<file path="config.mk">
export PLATFORM = sky130hd
export DESIGN_NAME = dma_chain_ctrl
export DESIGN_NICKNAME = d
export VERILOG_FILES = /design/src/rtl/dma_chain_pkg.sv /design/src/rtl/dma_chain_regs.sv /design/src/rtl/dma_chain_engine.sv /design/src/rtl/dma_chain_ctrl.sv
export SDC_FILE = /design/constraint.sdc
export NUM_CORES = 1
export LEC_CHECK = 0
export ABC_AREA = 1
export BUFFER_PORTS_ARGS = -buffer_cell sky130_fd_sc_hd__buf_2
export CORE_MARGIN = 2
export CORE_UTILIZATION = 54
export CTS_BUF_LIST = sky130_fd_sc_hd__clkbuf_16
export DETAILED_ROUTE_END_ITERATION = 6
export GPL_TIMING_DRIVEN = 0
export PLACE_DENSITY = 0.81
export SYNTH_ARGS = -nofsm -noshare
export SYNTH_HDL_FRONTEND = slang
export SYNTH_SLANG_ARGS = --single-unit
export TNS_END_PERCENT = 5
</file>
<file path="constraint.sdc">
create_clock -name clk -period 2.15 [get_ports clk]
set_input_delay 0.215 -clock clk [delete_from_list [all_inputs] [get_ports clk]]
set_output_delay 0.215 -clock clk [all_outputs]
set_load 0.02 [all_outputs]
</file>
<file path="src/rtl/dma_chain_pkg.sv">
package dma_chain_pkg;
    typedef enum logic [2:0] {
        S_IDLE, S_FETCH, S_CHECK, S_READ, S_WRITE, S_NEXT
    } dma_state_t;

    localparam logic [1:0] RIDX_CTRL = 2'd0;
    localparam logic [1:0] RIDX_STAT = 2'd1;
    localparam logic [1:0] RIDX_PTR  = 2'd2;

    localparam int CTRL_EN   = 0;
    localparam int CTRL_GO   = 1;
    localparam int CTRL_RING = 2;

    localparam int STAT_DONE = 0;
    localparam int STAT_IRQ  = 1;
    localparam int STAT_BUSY = 2;

    localparam int LNK_SPACE = 0;
    localparam int LNK_LAST  = 1;
    localparam int LNK_IRQ   = 2;
    localparam int LNK_DIR   = 3;
    localparam int SZ_VALID  = 31;
    localparam int ALIGN_B   = 4;
endpackage

</file>
<file path="src/rtl/dma_chain_regs.sv">
module dma_chain_regs
    import dma_chain_pkg::*;
(
    input  logic        clk,
    input  logic        rst_n,
    input  logic        reg_wr,
    input  logic [1:0]  reg_addr,
    input  logic [31:0] reg_wdata,
    output logic [31:0] reg_rdata,
    input  logic        busy_i,
    input  logic        done_set_i,
    input  logic        irq_set_i,
    input  logic        ptr_load_i,
    input  logic [31:0] ptr_next_i,
    output logic        enable_o,
    output logic        ring_o,
    output logic        go_o,
    output logic [31-ALIGN_B:0] ptr_base_o,
    output logic        ptr_space_o,
    output logic        irq_o
);
    logic        en_q, ring_q, done_q, irq_q;
    logic [31:0] ptr_q;
    logic        wr_ctrl, wr_stat, wr_ptr;

    assign wr_ctrl = reg_wr && (reg_addr == RIDX_CTRL);
    assign wr_stat = reg_wr && (reg_addr == RIDX_STAT);
    assign wr_ptr  = reg_wr && (reg_addr == RIDX_PTR);

    always_ff @(posedge clk or negedge rst_n) begin
        if (!rst_n) begin
            en_q   <= 1'b0;
            ring_q <= 1'b0;
            done_q <= 1'b0;
            irq_q  <= 1'b0;
            ptr_q  <= '0;
        end else begin
            if (wr_ctrl) begin
                en_q   <= reg_wdata[CTRL_EN];
                ring_q <= reg_wdata[CTRL_RING];
            end
            done_q <= done_set_i | (done_q & ~(wr_stat & reg_wdata[STAT_DONE]));
            irq_q  <= irq_set_i  | (irq_q  & ~(wr_stat & reg_wdata[STAT_IRQ]));
            if (ptr_load_i)
                ptr_q <= ptr_next_i;
            else if (wr_ptr && !busy_i)
                ptr_q <= reg_wdata;
        end
    end

    always_comb begin
        unique case (reg_addr)
            RIDX_CTRL: reg_rdata = {29'd0, ring_q, 1'b0, en_q};
            RIDX_STAT: reg_rdata = {29'd0, busy_i, irq_q, done_q};
            RIDX_PTR:  reg_rdata = ptr_q;
            default:   reg_rdata = '0;
        endcase
    end

    assign enable_o    = en_q;
    assign ring_o      = ring_q;
    assign go_o        = wr_ctrl && reg_wdata[CTRL_GO];
    assign ptr_base_o  = ptr_q[31:ALIGN_B];
    assign ptr_space_o = ptr_q[LNK_SPACE];
    assign irq_o       = irq_q;


    irq_set_wins_chk: assert property (@(posedge clk) disable iff (!rst_n)
        irq_set_i |=> irq_q);

    done_set_wins_chk: assert property (@(posedge clk) disable iff (!rst_n)
        done_set_i |=> done_q);

    ptr_hold_busy_chk: assert property (@(posedge clk) disable iff (!rst_n)
        (busy_i && !ptr_load_i) |=> $stable(ptr_q));
endmodule

</file>
<file path="src/rtl/dma_chain_engine.sv">
module dma_chain_engine
    import dma_chain_pkg::*;
#(
    parameter int DW    = 32,
    parameter int CNT_W = 23
) (
    input  logic          clk,
    input  logic          rst_n,
    input  logic          enable_i,
    input  logic          ring_i,
    input  logic          go_i,
    input  logic [31-ALIGN_B:0] ptr_base_i,
    input  logic          ptr_space_i,
    output logic          dsc_req_o,
    output logic [31:0]   dsc_addr_o,
    output logic          dsc_space_o,
    input  logic          dsc_ack_i,
    input  logic [31:0]   dsc_rdata_i,
    output logic          rd_req_o,
    output logic [31:0]   rd_addr_o,
    output logic          rd_space_o,
    input  logic          rd_ack_i,
    input  logic [DW-1:0] rd_data_i,
    output logic          wr_req_o,
    output logic [31:0]   wr_addr_o,
    output logic          wr_space_o,
    output logic [DW-1:0] wr_data_o,
    input  logic          wr_ack_i,
    output logic          busy_o,
    output logic          done_set_o,
    output logic          irq_set_o,
    output logic          ptr_load_o,
    output logic [31:0]   ptr_next_o
);
    localparam int WORDS = 4;
    localparam int IDX_W = $clog2(WORDS);
    localparam logic [CNT_W-1:0] BEAT_C = CNT_W'(DW / 8);

    dma_state_t       state_q, state_d;
    logic [IDX_W-1:0] widx_q;
    logic [31:0]      src_q, dst_q, link_q;
    logic [CNT_W-1:0] cnt_q, cnt_after;
    logic             valid_q;
    logic [DW-1:0]    buf_q;

    assign cnt_after = (cnt_q <= BEAT_C) ? '0 : cnt_q - BEAT_C;

    always_ff @(posedge clk or negedge rst_n) begin
        if (!rst_n) state_q <= S_IDLE;
        else        state_q <= state_d;
    end

    always_comb begin
        state_d = state_q;
        unique case (state_q)
            S_IDLE:  if (go_i && enable_i) state_d = S_FETCH;
            S_FETCH: if (dsc_ack_i && widx_q == IDX_W'(WORDS - 1)) state_d = S_CHECK;
            S_CHECK: begin
                if (ring_i && !valid_q)  state_d = S_IDLE;
                else if (cnt_q == '0)    state_d = S_NEXT;
                else                     state_d = S_READ;
            end
            S_READ:  if (enable_i && rd_ack_i) state_d = S_WRITE;
            S_WRITE: if (wr_ack_i) state_d = (cnt_after == '0) ? S_NEXT : S_READ;
            S_NEXT:  state_d = link_q[LNK_LAST] ? S_IDLE : S_FETCH;
            default: state_d = S_IDLE;
        endcase
    end

    always_comb begin
        dsc_req_o  = (state_q == S_FETCH);
        rd_req_o   = (state_q == S_READ) && enable_i;
        wr_req_o   = (state_q == S_WRITE);
        ptr_load_o = (state_q == S_NEXT);
        done_set_o = ptr_load_o && link_q[LNK_LAST];
        irq_set_o  = ptr_load_o && link_q[LNK_IRQ];
        busy_o     = (state_q != S_IDLE);
    end

    always_ff @(posedge clk or negedge rst_n) begin
        if (!rst_n) begin
            widx_q  <= '0;
            src_q   <= '0;
            dst_q   <= '0;
            link_q  <= '0;
            cnt_q   <= '0;
            valid_q <= 1'b0;
            buf_q   <= '0;
        end else begin
            if (state_q == S_IDLE || state_q == S_NEXT)
                widx_q <= '0;
            if (dsc_req_o && dsc_ack_i) begin
                widx_q <= widx_q + 1'b1;
                unique case (widx_q)
                    2'd0: src_q <= dsc_rdata_i;
                    2'd1: dst_q <= dsc_rdata_i;
                    2'd2: begin
                        cnt_q   <= dsc_rdata_i[CNT_W-1:0];
                        valid_q <= dsc_rdata_i[SZ_VALID];
                    end
                    default: link_q <= dsc_rdata_i;
                endcase
            end
            if (rd_req_o && rd_ack_i)
                buf_q <= rd_data_i;
            if (wr_req_o && wr_ack_i) begin
                src_q <= src_q + 32'(DW / 8);
                dst_q <= dst_q + 32'(DW / 8);
                cnt_q <= cnt_after;
            end
        end
    end

    assign dsc_addr_o  = {ptr_base_i, widx_q, 2'b00};
    assign dsc_space_o = ptr_space_i;
    assign rd_addr_o   = src_q;
    assign rd_space_o  = ~link_q[LNK_DIR];
    assign wr_addr_o   = dst_q;
    assign wr_space_o  = link_q[LNK_DIR];
    assign wr_data_o   = buf_q;
    assign ptr_next_o  = link_q;


    no_start_unless_enabled_chk: assert property (@(posedge clk) disable iff (!rst_n)
        (state_q == S_IDLE && go_i && !enable_i) |=> !busy_o);

    pause_holds_chk: assert property (@(posedge clk) disable iff (!rst_n)
        (state_q == S_READ && !enable_i) |=> (state_q == S_READ && $stable(cnt_q) && $stable(src_q)));

    ring_invalid_stop_chk: assert property (@(posedge clk) disable iff (!rst_n)
        (state_q == S_CHECK && ring_i && !valid_q) |=> (state_q == S_IDLE));

    count_falls_chk: assert property (@(posedge clk) disable iff (!rst_n)
        (wr_req_o && wr_ack_i) |=> (cnt_q < $past(cnt_q)));

    last_stops_chk: assert property (@(posedge clk) disable iff (!rst_n)
        done_set_o |=> !busy_o);
endmodule

</file>
<file path="src/rtl/dma_chain_ctrl.sv">
module dma_chain_ctrl
    import dma_chain_pkg::*;
#(
    parameter int DW    = 32,
    parameter int CNT_W = 23
) (
    input  logic          clk,
    input  logic          rst_n,
    input  logic          reg_wr,
    input  logic [1:0]    reg_addr,
    input  logic [31:0]   reg_wdata,
    output logic [31:0]   reg_rdata,
    output logic          dsc_req,
    output logic [31:0]   dsc_addr,
    output logic          dsc_space,
    input  logic          dsc_ack,
    input  logic [31:0]   dsc_rdata,
    output logic          rd_req,
    output logic [31:0]   rd_addr,
    output logic          rd_space,
    input  logic          rd_ack,
    input  logic [DW-1:0] rd_data,
    output logic          wr_req,
    output logic [31:0]   wr_addr,
    output logic          wr_space,
    output logic [DW-1:0] wr_data,
    input  logic          wr_ack,
    output logic          irq
);
    logic        enable, ring, go, busy, done_set, irq_set, ptr_load, ptr_space;
    logic [31:0] ptr_next;
    logic [31-ALIGN_B:0] ptr_base;

    dma_chain_regs u_regs (
        .clk        (clk),
        .rst_n      (rst_n),
        .reg_wr     (reg_wr),
        .reg_addr   (reg_addr),
        .reg_wdata  (reg_wdata),
        .reg_rdata  (reg_rdata),
        .busy_i     (busy),
        .done_set_i (done_set),
        .irq_set_i  (irq_set),
        .ptr_load_i (ptr_load),
        .ptr_next_i (ptr_next),
        .enable_o   (enable),
        .ring_o     (ring),
        .go_o       (go),
        .ptr_base_o (ptr_base),
        .ptr_space_o(ptr_space),
        .irq_o      (irq)
    );

    dma_chain_engine #(.DW(DW), .CNT_W(CNT_W)) u_engine (
        .clk        (clk),
        .rst_n      (rst_n),
        .enable_i   (enable),
        .ring_i     (ring),
        .go_i       (go),
        .ptr_base_i (ptr_base),
        .ptr_space_i(ptr_space),
        .dsc_req_o  (dsc_req),
        .dsc_addr_o (dsc_addr),
        .dsc_space_o(dsc_space),
        .dsc_ack_i  (dsc_ack),
        .dsc_rdata_i(dsc_rdata),
        .rd_req_o   (rd_req),
        .rd_addr_o  (rd_addr),
        .rd_space_o (rd_space),
        .rd_ack_i   (rd_ack),
        .rd_data_i  (rd_data),
        .wr_req_o   (wr_req),
        .wr_addr_o  (wr_addr),
        .wr_space_o (wr_space),
        .wr_data_o  (wr_data),
        .wr_ack_i   (wr_ack),
        .busy_o     (busy),
        .done_set_o (done_set),
        .irq_set_o  (irq_set),
        .ptr_load_o (ptr_load),
        .ptr_next_o (ptr_next)
    );
endmodule

</file>
==> flow_summary.ini <==
[status]
status = complete, no violations

[run]
total_of_max_cap_violations = 0

[yosys]
synth_top_cells_by_area = sky130_fd_sc_hd__dfrtp_1 45%, sky130_fd_sc_hd__nand2_1 10%, sky130_fd_sc_hd__inv_1 5.7%, sky130_fd_sc_hd__nor2_1 5.5%, sky130_fd_sc_hd__o21ai_0 4.0%
synth-async-reset-ratio_pct = 100
synthMostInstantiatedCell = sky130_fd_sc_hd__nand2_1
synth_top_flop_cell = sky130_fd_sc_hd__dfrtp_1
number_of_synthesized_flops_with_an_enable_pin = 0
mappedNetlistArea_um2 = 10700
syn_inst = 1353
synth_top_cells_by_count = 291 x sky130_fd_sc_hd__nand2_1, 193 x sky130_fd_sc_hd__dfrtp_1, 164 x sky130_fd_sc_hd__inv_1, 158 x sky130_fd_sc_hd__nor2_1, 85 x sky130_fd_sc_hd__o21ai_0
muxShareOfSynthArea_pct = 3.67
compound_cell_area_share_of_the_yosys_netlist_pct = 14.1
synth_sequential_area_ratio_pct = 45.0
ys_ff_latch = 193
yosysTopAreaCellShare_pct = 45.0
synth-xor-area-share_pct = 1.31
synth.largest_area_cell = sky130_fd_sc_hd__dfrtp_1
simple_gate_portion_of_the_synthesized_area_pct = 24.4
synth_warnings = 0
post_synth_fa_ha_maj_area_fraction_pct = 1.05
synthesis.area_per_instance_um2 = 7.93
yosys.cell_types.count = 46
synth_top_family_by_area = simple AND/OR/NAND/NOR gates

[global_route]
grt_max_degree = 108
tot_gr_track_use_pct = 35.4
grt_remaining_overflow = 0
via_count_of_the_first_global_routing_pass = 10600
initial_antenna_violation_count = 0
grt_first_pass_wirelength_mm = 58.7

[timing]
setup_viol_count_final = 0
maxSlewHeadroom_pct = 46.2
timing.final.ws_setup_ps = 51.0
hold_viol = 0
fmaxAchievable_ghz = 0.476
grt_setup_unrepaired = yes
worst_slew_pin_slew_ps = 807
drv_slew = 0
min_period_ps = 2100
clock_skew_ps = 16.4
post-route-period-util_pct = 97.6

[clock_network]
worstSkewPairLatency_ps = 450
clock_path_buffers = 2
cts_buffers = 17
cts.root.buffer_cell = sky130_fd_sc_hd__clkbuf_16
tritoncts = yes
cts_num_sinks = 193
clkSlewWorstSetupHoldPaths_ps = 100
cts.htree.levels = 4

[hold_path]
min_path_cells = 3
timing.hold.worst.class = in2reg
min_to = u_regs.ptr_q[27]
worstHoldStart = reg_wdata[27]

[placed_design]
portBuffers = 268
hpwl_after_dpl_mm = 27.6
placed_cells_incl_taps = 1888
preCtsSetupSlack_ps = -105
globalplace.congestion = 0.971

[power]
power_leakage_nw = 6.96
netSwitchingFraction_pct = 47.5
netSwitchingPower_mw = 9.28
cellInternalPower_mw = 10.3
pwr-share-clk_pct = 17.7
share_comb_of_total_power_pct = 47.6
vdd_drop_max_mv = 0.757
pwr_density_cell_nw_per_um2 = 1410
power_frac_seq_pct = 34.8

[setup_path]
worstPathArrival_ps = 2400
rrSetupSlack_ps = 50
worstRegToRegCells = 12
timing_worst_setup_path_type = reg2reg
worstPathRequired_ps = 2450
regToRegStartpoint = u_engine.wr_addr_o[3]
r2r-end = u_engine.wr_addr_o[30]
cp_max_fo = 7
cp-end-kind = register
startpoint_type = register

[floorplan]
floorplan.die_area_um2 = 21000
die_h_um = 145
core_region_um2 = 19500
row_cnt = 51
effective_utilization_at_floorplan_pct = 55.1
io-pin-count = 271
die_w_um = 145

[cells_and_area]
finish.cell_count_without_fillers = 1972
synthToLayoutAreaGrowth_pct = 29.3
layout_cells_sized_above_1_pct = 30.7
nets = 1806

[detailed_routing]
ant_nets = 0
routed_wire_length_per_instance_um = 19.1
post_drt_via_cell_ratio = 5.69
first_iter_violations = 964
first_pass_iters = 6
detail_route.drc_violations = 0
totalWireLength_mm = 37.8
via_count = 11200
cell usage in the layout, fill, tap and decap left out, types with 3 or more instances in the layout:
cell	count
sky130_fd_sc_hd__a21oi_1	37
sky130_fd_sc_hd__a22oi_1	5
sky130_fd_sc_hd__a31oi_1	34
sky130_fd_sc_hd__buf_1	5
sky130_fd_sc_hd__buf_2	282
sky130_fd_sc_hd__buf_4	50
sky130_fd_sc_hd__clkbuf_1	21
sky130_fd_sc_hd__clkbuf_16	18
sky130_fd_sc_hd__clkbuf_2	4
sky130_fd_sc_hd__clkbuf_4	5
sky130_fd_sc_hd__clkinv_8	6
sky130_fd_sc_hd__dfrtp_1	176
sky130_fd_sc_hd__dfrtp_2	17
sky130_fd_sc_hd__dlygate4sd3_1	30
sky130_fd_sc_hd__ha_1	6
sky130_fd_sc_hd__ha_4	3
sky130_fd_sc_hd__inv_1	162
sky130_fd_sc_hd__inv_12	5
sky130_fd_sc_hd__inv_2	10
sky130_fd_sc_hd__mux2_2	35
sky130_fd_sc_hd__nand2_1	283
sky130_fd_sc_hd__nand2_2	12
sky130_fd_sc_hd__nand2_4	3
sky130_fd_sc_hd__nand3_1	60
sky130_fd_sc_hd__nand3_2	11
sky130_fd_sc_hd__nand4_1	16
sky130_fd_sc_hd__nor2_1	139
sky130_fd_sc_hd__nor2_2	23
sky130_fd_sc_hd__nor2_4	24
sky130_fd_sc_hd__nor3_1	18
sky130_fd_sc_hd__o211ai_1	35
sky130_fd_sc_hd__o21ai_0	84
sky130_fd_sc_hd__o21ai_1	3
sky130_fd_sc_hd__o221ai_1	20
sky130_fd_sc_hd__o22ai_1	9
sky130_fd_sc_hd__o311ai_0	9
sky130_fd_sc_hd__xnor2_1	6
sky130_fd_sc_hd__xor2_1	10
cells by family (layout without fill, tap and decap cells):
kind of cell | Yosys count | in the layout
AO/OA/AOI/OAI | 244 | 244
XOR/XNOR | 16 | 16
adder cells (fa/ha/maj) | 9 | 9
buffers and inverters | 257 | 609
flip-flops | 193 | 193
multiplexers | 35 | 35
other | 1 | 3
AND/OR/NAND/NOR | 598 | 598
final cells by class:
cell class / instances / area, um^2
Antenna cell: 1 / 2.50
Buffer: 82 / 483
Clock buffer: 17 / 425
Clock inverter: 15 / 228
Fill cell: 1493 / 5590
Inverter: 175 / 662
Multi-Input combinational cell: 904 / 5020
Sequential cell: 193 / 4850
Tap cell: 265 / 332
Timing Repair Buffer: 320 / 1870
sequential cells by signal, summed over array words and instances (netlist names), 2 cells and up:
signal and count:
u_engine.state_q 3, u_engine.rd_addr_o 32, u_engine.widx_q 2, u_engine.wr_addr_o 32, u_engine.ptr_next_o 32, u_engine.cnt_q 23, u_engine.wr_data_o 32, u_regs.ptr_q 32
metal layers:
metal  vias to the layer above  part of all wire [%]  routed length (um)  track usage, %
li1                       5130                     -                   -               -
met1                      5296                    38               14300            44.8
met2                       644                    48               18100            59.4
met3                       142                   9.2                3470            5.85
met4                         0                   5.1                1940            16.8
met5                         -                     0                   0               0
worst max-delay path, stage by stage, from the launching register on:
cell	delay [ps]
sky130_fd_sc_hd__dfrtp_1	430
sky130_fd_sc_hd__ha_4	190
sky130_fd_sc_hd__nand3_2	80
sky130_fd_sc_hd__nor2_1	120
sky130_fd_sc_hd__nand2_1	90
sky130_fd_sc_hd__nor2_2	160
sky130_fd_sc_hd__nand3_2	120
sky130_fd_sc_hd__nor3_4	250
sky130_fd_sc_hd__nand3_4	140
sky130_fd_sc_hd__nor2_1	150
sky130_fd_sc_hd__nor2_1	50
sky130_fd_sc_hd__o21ai_1	80
sky130_fd_sc_hd__o211ai_1	90
timing repair:
| item | 4_1_cts | 5_1_grt |
|---|---|---|
| hold buffers | 29 | 1 |
| cloned | 0 | 1 |
| pin swaps | 0 | 23 |
| gates resized for setup | 8 | 86 |
| setup buffers | 0 | 20 |
| setup endpoints to repair | 26 | 92 |
| endpoints found under the hold margin | 134 | 1 |
power by group through the flow:
| stage | Combinational (mW) | Clock [mW] | Sequential [mW] |
|---|---|---|---|
| after floorplan | 4.91 | 0 | 7.37 |
| after global placement | 8.40 | 0 | 6.57 |
| after detailed placement | 8.58 | 0 | 6.64 |
| after CTS | 8.69 | 3.44 | 6.58 |
| after global routing | 10.1 | 3.62 | 6.99 |
| final | 9.29 | 3.45 | 6.80 |
per-stage QoR:
| step | TNS, ps | instance area (um^2) | util [%] | total power, mW | hold WS (ps) |
|---|---|---|---|---|---|
| finish | 0 | 13900 | 71.3 | 19.5 | 5.57 |
| global route | -569 | 13900 | 71.2 | 20.7 | 0.150 |
| CTS | -43.2 | 13400 | 68.9 | 18.7 | 0.563 |
| detailed placement | -684 | 12400 | 63.9 | 15.2 | 336 |
| global placement | -441650 | 12400 | 63.7 | 15.0 | 448 |
| floorplan | 0 | 10700 | - | 12.3 | -80.6 |
worst max path at each step:
stage / end / cells after the start / slack, ps / from
2_1_floorplan: u_engine.wr_addr_o[28] / 12 / 200 / u_engine.wr_addr_o[3]
3_3_place_gp: u_engine.rd_addr_o[2] / 1 / -2310 / rst_n
3_5_place_dp: u_engine.wr_addr_o[24] / 12 / -100 / u_engine.wr_addr_o[2]
4_1_cts: u_engine.state_q[1] / 15 / -10 / u_engine.cnt_q[2]
5_1_grt: u_engine.wr_addr_o[30] / 12 / -160 / u_engine.wr_addr_o[3]
6_report: u_engine.wr_addr_o[30] / 12 / 50 / u_engine.wr_addr_o[3]
Note: power is estimated with default switching activity, not from simulation.
